--- config.mk ---
export PLATFORM = sky130hd
export DESIGN_NAME = twr_rx
export DESIGN_NICKNAME = d
export VERILOG_FILES = /design/src/rtl/twr_pkg.sv /design/src/rtl/twr_rx_sync.sv /design/src/rtl/twr_rx_ctrl.sv /design/src/rtl/twr_rx_datapath.sv /design/src/rtl/twr_rx.sv
export SDC_FILE = /design/constraint.sdc
export NUM_CORES = 1
export LEC_CHECK = 0
export ABC_AREA = 0
export BUFFER_PORTS_ARGS = -buffer_cell sky130_fd_sc_hd__buf_2
export CORE_MARGIN = 2
export CORE_UTILIZATION = 50
export DETAILED_ROUTE_END_ITERATION = 12
export GPL_TIMING_DRIVEN = 1
export PLACE_DENSITY = 0.73
export SETUP_SLACK_MARGIN = 0.05
export SLEW_MARGIN = 20
export SYNTH_ARGS = -nofsm -noshare
export SYNTH_HDL_FRONTEND = slang
export SYNTH_SLANG_ARGS = --single-unit
--- constraint.sdc ---
create_clock -name clk -period 1.4 [get_ports clk]
set_input_delay 0.07 -clock clk [delete_from_list [all_inputs] [get_ports clk]]
set_output_delay 0.07 -clock clk [all_outputs]
set_load 0.02 [all_outputs]
--- src/rtl/twr_pkg.sv ---
package twr_pkg;

  // Strobes from the control to the datapath
  typedef struct packed {
    logic shiftEn;   // shift one data bit into the assembly register
    logic clearCnt;  // start bit seen: restart the data bit count
    logic loadByte;  // last data bit: publish the byte
    logic bitVal;    // value of the bit just completed
  } rxStrobeT;

  typedef enum logic [2:0] {
    ST_QUIET,     // wait for both lines released
    ST_WAIT_BIT,  // wait for the sender to pull a line
    ST_ACK_ZERO,  // answering a zero on line B
    ST_ACK_ONE,   // answering a one on line A
    ST_DRAIN      // let own answer release pass the synchronizer
  } hsStateT;

endpackage

--- src/rtl/twr_rx_sync.sv ---
module twr_rx_sync #(
  parameter int LINES  = 2,
  parameter int STAGES = 2
) (
  input  logic             clk,
  input  logic             rstN,
  input  logic [LINES-1:0] rawIn,
  output logic [LINES-1:0] syncOut
);

  for (genvar g = 0; g < LINES; g++) begin : g_line
    logic [STAGES-1:0] pipe;
    always_ff @(posedge clk or negedge rstN) begin
      if (!rstN) pipe <= '0;
      else       pipe <= {pipe[STAGES-2:0], rawIn[g]};
    end
    assign syncOut[g] = pipe[STAGES-1];
  end

endmodule

--- src/rtl/twr_rx_ctrl.sv ---
module twr_rx_ctrl
  import twr_pkg::*;
#(
  parameter int SYNC_STAGES = 2
) (
  input  logic     clk,
  input  logic     rstN,
  input  logic     aSync,
  input  logic     bSync,
  input  logic     lastBit,
  output rxStrobeT strobe,
  output logic     driveA,
  output logic     driveB,
  output logic     endOfMsg,
  output logic     protoErr
);

  localparam int DRAIN_W = $clog2(SYNC_STAGES + 1);
  localparam logic [DRAIN_W-1:0] DRAIN_LAST = DRAIN_W'(SYNC_STAGES - 1);

  hsStateT state, stateNxt;
  logic [DRAIN_W-1:0] drainCnt;
  logic inByte, gotByte;
  logic bitDone, bitVal, errNow, eomNow;

  assign driveA = (state == ST_ACK_ONE);
  assign driveB = (state == ST_ACK_ZERO);

  // A bit is complete when the sender withdraws its line
  assign bitDone = ((state == ST_ACK_ZERO) && !aSync) ||
                   ((state == ST_ACK_ONE)  && !bSync);
  assign bitVal  = (state == ST_ACK_ONE);
  assign errNow  = (state == ST_WAIT_BIT) && aSync && bSync;

  always_comb begin
    stateNxt = state;
    case (state)
      ST_QUIET:    if (!aSync && !bSync) stateNxt = ST_WAIT_BIT;
      ST_WAIT_BIT: begin
        if (aSync && bSync) stateNxt = ST_QUIET;
        else if (aSync)     stateNxt = ST_ACK_ZERO;
        else if (bSync)     stateNxt = ST_ACK_ONE;
      end
      ST_ACK_ZERO: if (!aSync) stateNxt = ST_DRAIN;
      ST_ACK_ONE:  if (!bSync) stateNxt = ST_DRAIN;
      ST_DRAIN:    if (drainCnt == DRAIN_LAST) stateNxt = ST_WAIT_BIT;
      default:     stateNxt = ST_QUIET;
    endcase
  end

  // Framing decisions on each completed bit
  always_comb begin
    strobe        = '0;
    strobe.bitVal = bitVal;
    eomNow        = 1'b0;
    if (bitDone) begin
      if (inByte) begin
        if (lastBit) strobe.loadByte = 1'b1;
        else         strobe.shiftEn  = 1'b1;
      end else if (!bitVal) begin
        strobe.clearCnt = 1'b1;
      end else if (gotByte) begin
        eomNow = 1'b1;
      end
    end
  end

  always_ff @(posedge clk or negedge rstN) begin
    if (!rstN) begin
      state    <= ST_QUIET;
      drainCnt <= '0;
      inByte   <= 1'b0;
      gotByte  <= 1'b0;
      endOfMsg <= 1'b0;
      protoErr <= 1'b0;
    end else begin
      state    <= stateNxt;
      drainCnt <= (state == ST_DRAIN) ? drainCnt + 1'b1 : '0;
      endOfMsg <= eomNow;
      protoErr <= errNow;
      if (strobe.clearCnt) inByte <= 1'b1;
      if (strobe.loadByte) begin
        inByte  <= 1'b0;
        gotByte <= 1'b1;
      end
      if (eomNow) gotByte <= 1'b0;
    end
  end

  a_r1_zero_ack_source: assert property (@(posedge clk) disable iff (!rstN)
    $rose(driveB) |-> $past(aSync) && !$past(bSync));
  a_r1_zero_ack_release: assert property (@(posedge clk) disable iff (!rstN)
    $fell(driveB) |-> !$past(aSync));
  a_r2_one_ack_source: assert property (@(posedge clk) disable iff (!rstN)
    $rose(driveA) |-> $past(bSync) && !$past(aSync));
  a_r2_one_ack_release: assert property (@(posedge clk) disable iff (!rstN)
    $fell(driveA) |-> !$past(bSync));
  a_r3_exclusive_drive: assert property (@(posedge clk) disable iff (!rstN)
    !(driveA && driveB));
  a_r7_eom_single: assert property (@(posedge clk) disable iff (!rstN)
    endOfMsg |=> !endOfMsg);
  a_r9_err_no_ack: assert property (@(posedge clk) disable iff (!rstN)
    protoErr |-> !driveA && !driveB);

endmodule

--- src/rtl/twr_rx_datapath.sv ---
module twr_rx_datapath
  import twr_pkg::*;
#(
  parameter int DATA_BITS = 8
) (
  input  logic                 clk,
  input  logic                 rstN,
  input  rxStrobeT             strobe,
  output logic                 lastBit,
  output logic                 byteValid,
  output logic [DATA_BITS-1:0] byteData
);

  localparam int CNT_W = $clog2(DATA_BITS);
  localparam logic [CNT_W-1:0] CNT_LAST = CNT_W'(DATA_BITS - 1);

  logic [DATA_BITS-1:0] shiftReg;
  logic [CNT_W-1:0]     bitCnt;

  assign lastBit = (bitCnt == CNT_LAST);

  always_ff @(posedge clk or negedge rstN) begin
    if (!rstN) begin
      shiftReg  <= '0;
      bitCnt    <= '0;
      byteValid <= 1'b0;
      byteData  <= '0;
    end else begin
      byteValid <= strobe.loadByte;
      if (strobe.clearCnt) bitCnt <= '0;
      if (strobe.shiftEn) begin
        shiftReg <= {strobe.bitVal, shiftReg[DATA_BITS-1:1]};
        bitCnt   <= bitCnt + 1'b1;
      end
      if (strobe.loadByte) byteData <= {strobe.bitVal, shiftReg[DATA_BITS-1:1]};
    end
  end

  a_r5_count_in_range: assert property (@(posedge clk) disable iff (!rstN)
    strobe.shiftEn |-> bitCnt < CNT_LAST);
  a_r6_single_strobe: assert property (@(posedge clk) disable iff (!rstN)
    byteValid |=> !byteValid);
  a_r6_data_held: assert property (@(posedge clk) disable iff (!rstN)
    !byteValid |-> $stable(byteData));

endmodule

--- src/rtl/twr_rx.sv ---
module twr_rx
  import twr_pkg::*;
#(
  parameter int DATA_BITS   = 8,
  parameter int SYNC_STAGES = 2
) (
  input  logic                 clk,
  input  logic                 rstN,
  input  logic                 lineAIn,
  input  logic                 lineBIn,
  output logic                 driveA,
  output logic                 driveB,
  output logic                 byteValid,
  output logic [DATA_BITS-1:0] byteData,
  output logic                 endOfMsg,
  output logic                 protoErr
);

  logic [1:0] lineSync;
  rxStrobeT   strobe;
  logic       lastBit;

  twr_rx_sync #(.LINES(2), .STAGES(SYNC_STAGES)) sync_i (
    .clk    (clk),
    .rstN   (rstN),
    .rawIn  ({lineBIn, lineAIn}),
    .syncOut(lineSync)
  );

  twr_rx_ctrl #(.SYNC_STAGES(SYNC_STAGES)) ctrl_i (
    .clk     (clk),
    .rstN    (rstN),
    .aSync   (lineSync[0]),
    .bSync   (lineSync[1]),
    .lastBit (lastBit),
    .strobe  (strobe),
    .driveA  (driveA),
    .driveB  (driveB),
    .endOfMsg(endOfMsg),
    .protoErr(protoErr)
  );

  twr_rx_datapath #(.DATA_BITS(DATA_BITS)) dp_i (
    .clk      (clk),
    .rstN     (rstN),
    .strobe   (strobe),
    .lastBit  (lastBit),
    .byteValid(byteValid),
    .byteData (byteData)
  );

endmodule

### Word level (Yosys, flattened, before mapping)

Cells that the tools add are included.

| word-level totals | value |
|---|---|
| word-level logic and storage cells | 65 |
| output and inout bits | 13 |
| register bits | 33 |
| input port bits | 4 |

| cells by class | value |
|---|---|
| add/sub/neg operators | 2 |
| reduce and logical (&&, ||, !) cells | 14 |
| equality and inequality tests | 11 |
| muxes and demuxes | 26 |

Operator list:

| kind | number |
|---|---|
| 3-bit 2-to-1 mux | 10 |
| 3-bit case mux with 5 select lines | 1 |
| 1-bit 2-to-1 mux | 14 |
| 3-bit by 2-bit == test with 1-bit output (second input constant) | 2 |
| 3-bit == test (second input constant) | 2 |
| 1-bit logical AND | 6 |
| 2-bit nonzero test | 3 |
| 5-bit AND reduction | 1 |
| 2-bit by 1-bit != test with 1-bit output (second input constant) | 2 |
| 2-bit != test (second input constant) | 2 |
| 4-bit != test (second input constant) | 1 |
| 3-bit by 1-bit adder with 3-bit output (second input constant) | 1 |
| 3-bit by 1-bit == test with 1-bit output (second input constant) | 1 |
| 3-bit zero test | 1 |
| 2-bit by 1-bit adder with 2-bit output (second input constant) | 1 |
| 2-bit by 1-bit == test with 1-bit output (second input constant) | 1 |
| 1-bit zero test | 2 |
| 2-bit 2-to-1 mux | 1 |
| 1-bit logical OR | 1 |

### Longest topological paths before layout

| logic depth | value |
|---|---|
| depth in word-level cells | 6 |
| gate-level depth with buffers | 5 |
| mapped depth without buffers | 4 |

### Modules after synthesis

Synthesis repeated with hierarchy kept, for this count alone.

| second synthesis, totals | value |
|---|---|
| cells, all modules | 99 |
| area, all modules | 1,333.8 um2 |

Modules (own cells, without submodules):

| module | times used | cells each | sequential area each (um2) | area an instance (um2) |
|---|---|---|---|---|
| twr_rx_datapath | 1 | 43 | 475.5 | 754.5 |
| twr_rx_ctrl | 1 | 50 | 225.2 | 464.2 |
| twr_rx_sync | 1 | 6 | 100.1 | 115.1 |

### Least setup slack after synthesis

Ideal clock, no wire load.

| path | value |
|---|---|
| path type | register to register |
| start point | register ctrl_i.state[0] |
| end point | register dp_i.byteData[0] |
| data required time | 1,275 ps |
| library setup time | 125 ps |
| stages on the path, launching flop included | 5 |
| data arrival time | 1,405 ps |
| setup slack | -130 ps |
| buffers on the path | 1 |
| period minus slack after synthesis | 1,530 ps |
| cells stage by stage | dfrtp_1 -> mux2i_1 -> and4_1 -> buf_6 -> mux2_4 |

RTL lines:

| element | line | source |
|---|---|---|
| from (decl) | twr_rx_ctrl.sv:21 | `hsStateT state, stateNxt;` |
| from (signal assigned) | twr_rx_ctrl.sv:77 | `state <= stateNxt;` |
| to (signal assigned) | twr_rx_datapath.sv:35 | `if (strobe.loadByte) byteData <= {strobe.bitVal, shiftReg[DATA_BITS-1:1]};` |
| to (decl) | twr_rx_datapath.sv:11 | `output logic [DATA_BITS-1:0] byteData` |

### Worst setup path in the final report

| path | value |
|---|---|
| start point | register dp_i.bitCnt[1] |
| end point | register dp_i.shiftReg[6] |

| on the way | value |
|---|---|
| longest elaborated chain between the ends | 4 |

RTL lines:

| element | line | source |
|---|---|---|
| from (decl) | twr_rx_datapath.sv:18 | `logic [CNT_W-1:0] bitCnt;` |
| from (signal assigned) | twr_rx_datapath.sv:33 | `bitCnt <= bitCnt + 1'b1;` |
| 3-bit == test | twr_rx_datapath.sv:20 | `assign lastBit = (bitCnt == CNT_LAST);` |
| 1-bit 2-to-1 mux | twr_rx_ctrl.sv:58 | `if (lastBit) strobe.loadByte = 1'b1;` |
| 1-bit 2-to-1 mux | twr_rx_ctrl.sv:57 | `if (inByte) begin` |
| 3-bit 2-to-1 mux | twr_rx_ctrl.sv:56 | `if (bitDone) begin` |
| to (signal assigned) | twr_rx_datapath.sv:32 | `shiftReg <= {strobe.bitVal, shiftReg[DATA_BITS-1:1]};` |
| to (decl) | twr_rx_datapath.sv:17 | `logic [DATA_BITS-1:0] shiftReg;` |

No other way between the ends.
A chain may end at the register's enable or synchronous reset.

==> impl_metrics.toml <==
[synth]
synth-seq-cells = 32
ys_async_sr_fraction_pct = 100
netlist.area_leader.share_pct = 60.3
syn-cell-area_sq_mm = 0.00133
synth_fp_nets = 98
ys_top_cells_by_area = "dfrtp_1 60%, mux2_4 11%, mux2_2 5.9%"
yosysUniqueCellTypes = 29
synth_flop_cell = "dfrtp_1"
yosysWarnings = 0
syn_inst = 91
yosysSeqAreaShare_pct = 60.3
synth_edf_count = 0
syn-mean-instance-area_sq_um = 14.6
yosys.area.top_type = "dfrtp_1"

[routing]
drtIter0Drc = 8
drt-vias-per-instance = 5.22
drt_first_pass_iters = 4
wl_per_cell_um = 14.8
drc_errors = 0
antenna_left = 0
vias = 841
routed_wl_um = 2390

[clocking]
clock_sinks = 32
tritoncts = "done"
htree_levels = 2
clock_latency_ps = 330
clk_path_buf_depth = 2
cts_root_buf = "clkbuf_4"
clk_pin_slew_ps = 110
cts_inserted_buffers = 5

[timing]
whs_ps = 308
drv_slew = 0
fin_ws_ps = -158
max_freq_ghz = 0.642
hold_viol_final = 0
period_share_pct = 111
setup_viol = 19
rsz0062_at_grt = "yes"
period_minus_slack_ps = 1560
clock_skew_ps = 15.7
worst_pin_slew_ps = 690
relSlewSlack_pct = 54.0

[layout]
fill_cells = 188
nNetsFinal = 137
mostFrequentLayoutCells = "32 x dfrtp_1, 14 x buf_2, 13 x buf_4, 10 x mux2_4, 7 x mux2_2"
diodes = 0
utilization_pct = 68.3
drive_above_1_share_pct = 50.4
stdcell_area_sq_mm = 0.00171
layout_commonest_cell = "dfrtp_1"
areaGrowthSynthToFinish_pct = 28.5

[pwr]
p_leak_nw = 0.880
power_mw = 2.64
powerDensity_mw_per_mm2 = 1550
clockPowerShare_pct = 25.7
switchingPower_mw = 0.772
p_int_mw = 1.87
ir_drop_v = 0.000998
p_seq_share_pct = 45.4
switching_share_pct = 29.2
combinationalPowerShare_pct = 29.0

[floorplan]
start_util_pct = 53.2
core_area_sq_mm = 0.00250
rows = 18
die_x_um = 55.6
die_area_sq_mm = 0.00309
io-pin-count = 17
die_h_um = 55.6

[grt]
grt_pass1_vias = 837
grt_overflow = 0
grt_usage_pct = 17.7
antenna_found_initial = 0
grt_pass1_wl_um = 4120
grt_max_degree = 33

[critical_path]
end_kind = "flop"
crit_type = "flop to flop"
critPathArrivalTime_ps = 1780
crit_required_ps = 1620
crit_fanout = 7
cp-start-kind = "flop"

[outcome]
violations = "setup timing"
status = "complete, but fails checks"

[placement]
io_buffers = 16
postPlaceCellArea_sq_mm = 0.00154
hpwl_um = 1600
place_congestion = 0.793

[min_path]
hold_class = "input pin to async pin"

[flow_run]
maxCapViolations = 0
## worst paths after layout
path	start	endpoint	slack [ps]	cells after the start
worst min register to register	sync_i.g_line[1].pipe[0]$_DFF_PN0_	sync_i.g_line[1].pipe[1]$_DFF_PN0_	350	0
max in group asynchronous	rstN	ctrl_i.state[1]$_DFFE_PN0P_	640	2
worst max register to register	dp_i.bitCnt[1]$_DFFE_PN0P_	dp_i.shiftReg[6]$_DFFE_PN0P_	-160	5
worst min-delay path	rstN	ctrl_i.gotByte$_DFFE_PN0P_	310	2
min in group clk	sync_i.g_line[1].pipe[0]$_DFF_PN0_	sync_i.g_line[1].pipe[1]$_DFF_PN0_	350	0
worst max-delay path	dp_i.bitCnt[1]$_DFFE_PN0P_	dp_i.shiftReg[6]$_DFFE_PN0P_	-160	5
## registers in the layout (all words and copies together), names as in the netlist
name                count
ctrl_i.protoErr         1
dp_i.bitCnt             3
ctrl_i.inByte           1
ctrl_i.drainCnt         2
dp_i.shiftReg           7
ctrl_i.gotByte          1
ctrl_i.state            3
sync_i.g_line.pipe      4
dp_i.byteValid          1
ctrl_i.endOfMsg         1
dp_i.byteData           8
## synth_stat cells, types with 3 or more instances
master	instances
nor2_1	3
inv_1	4
mux2_4	10
ha_1	3
dfrtp_1	32
o31ai_1	3
mux2_2	7
mux2i_1	3
## layout make-up
type	count	area (sq um)	area share, %
multi-input cells	52	524	30.7
inverters	4	15.0	0.879
clock inverters	2	35.0	2.05
flip-flops and latches	32	801	46.9
well taps	30	37.5	2.20
clock buffers	6	41.3	2.42
repair buffers	35	254	14.9
## cell families (layout without fill, tap and decap cells)
logic type	Yosys count	in the layout	share of synthesized area, %
simple gates	20	20	9.89
compound gates	9	9	4.71
mux	20	20	19.5
fa+ha+maj	3	3	2.83
flops	32	32	60.3
buf+inv	7	47	2.82
## worst max-delay path: stages (launching register included)
cell and delay [ps]:
dfrtp_1 410, ha_2 200, ha_4 160, nand4b_1 190
buf_4 200, mux2_2 280
## power by group through the flow
stage               sequential, mW  clock [mW]  combinational [mW]
floorplan                     1.18           0               0.419
finish                        1.20       0.678               0.764
detailed placement            1.21           0               0.673
global placement              1.20           0               0.644
CTS                           1.19       0.683               0.754
global route                  1.22       0.738               0.852
## per-layer routing
layer | GRT usage (%) | vias up | part of all wire, %
li1 | - | 400 | -
met1 | 23.8 | 420 | 46
met2 | 27.0 | 16 | 49
met3 | 4.92 | 5 | 3.8
met4 | 7.32 | 0 | 1.5
met5 | 0 | - | 0
## per-stage QoR
| stage | setup TNS, ps | cells | setup slack [ps] |
|---|---|---|---|
| 2_1_floorplan | -1050 | 91 | -107 |
| 3_3_place_gp | -1470 | 147 | -119 |
| 3_5_place_dp | -1700 | 147 | -132 |
| 4_1_cts | -1990 | 161 | -140 |
| 5_1_grt | -3690 | 161 | -224 |
| 6_report | -2410 | 161 | -158 |
## timing repair
action	in CTS	in global routing
buffers inserted	3	0
endpoints found under the hold margin	34	0
resized for setup	9	3
pin swaps	3	1
endpoints found under the setup margin	21	22
hold buffers	3	0
Note: power is estimated with default switching activity, not from simulation.
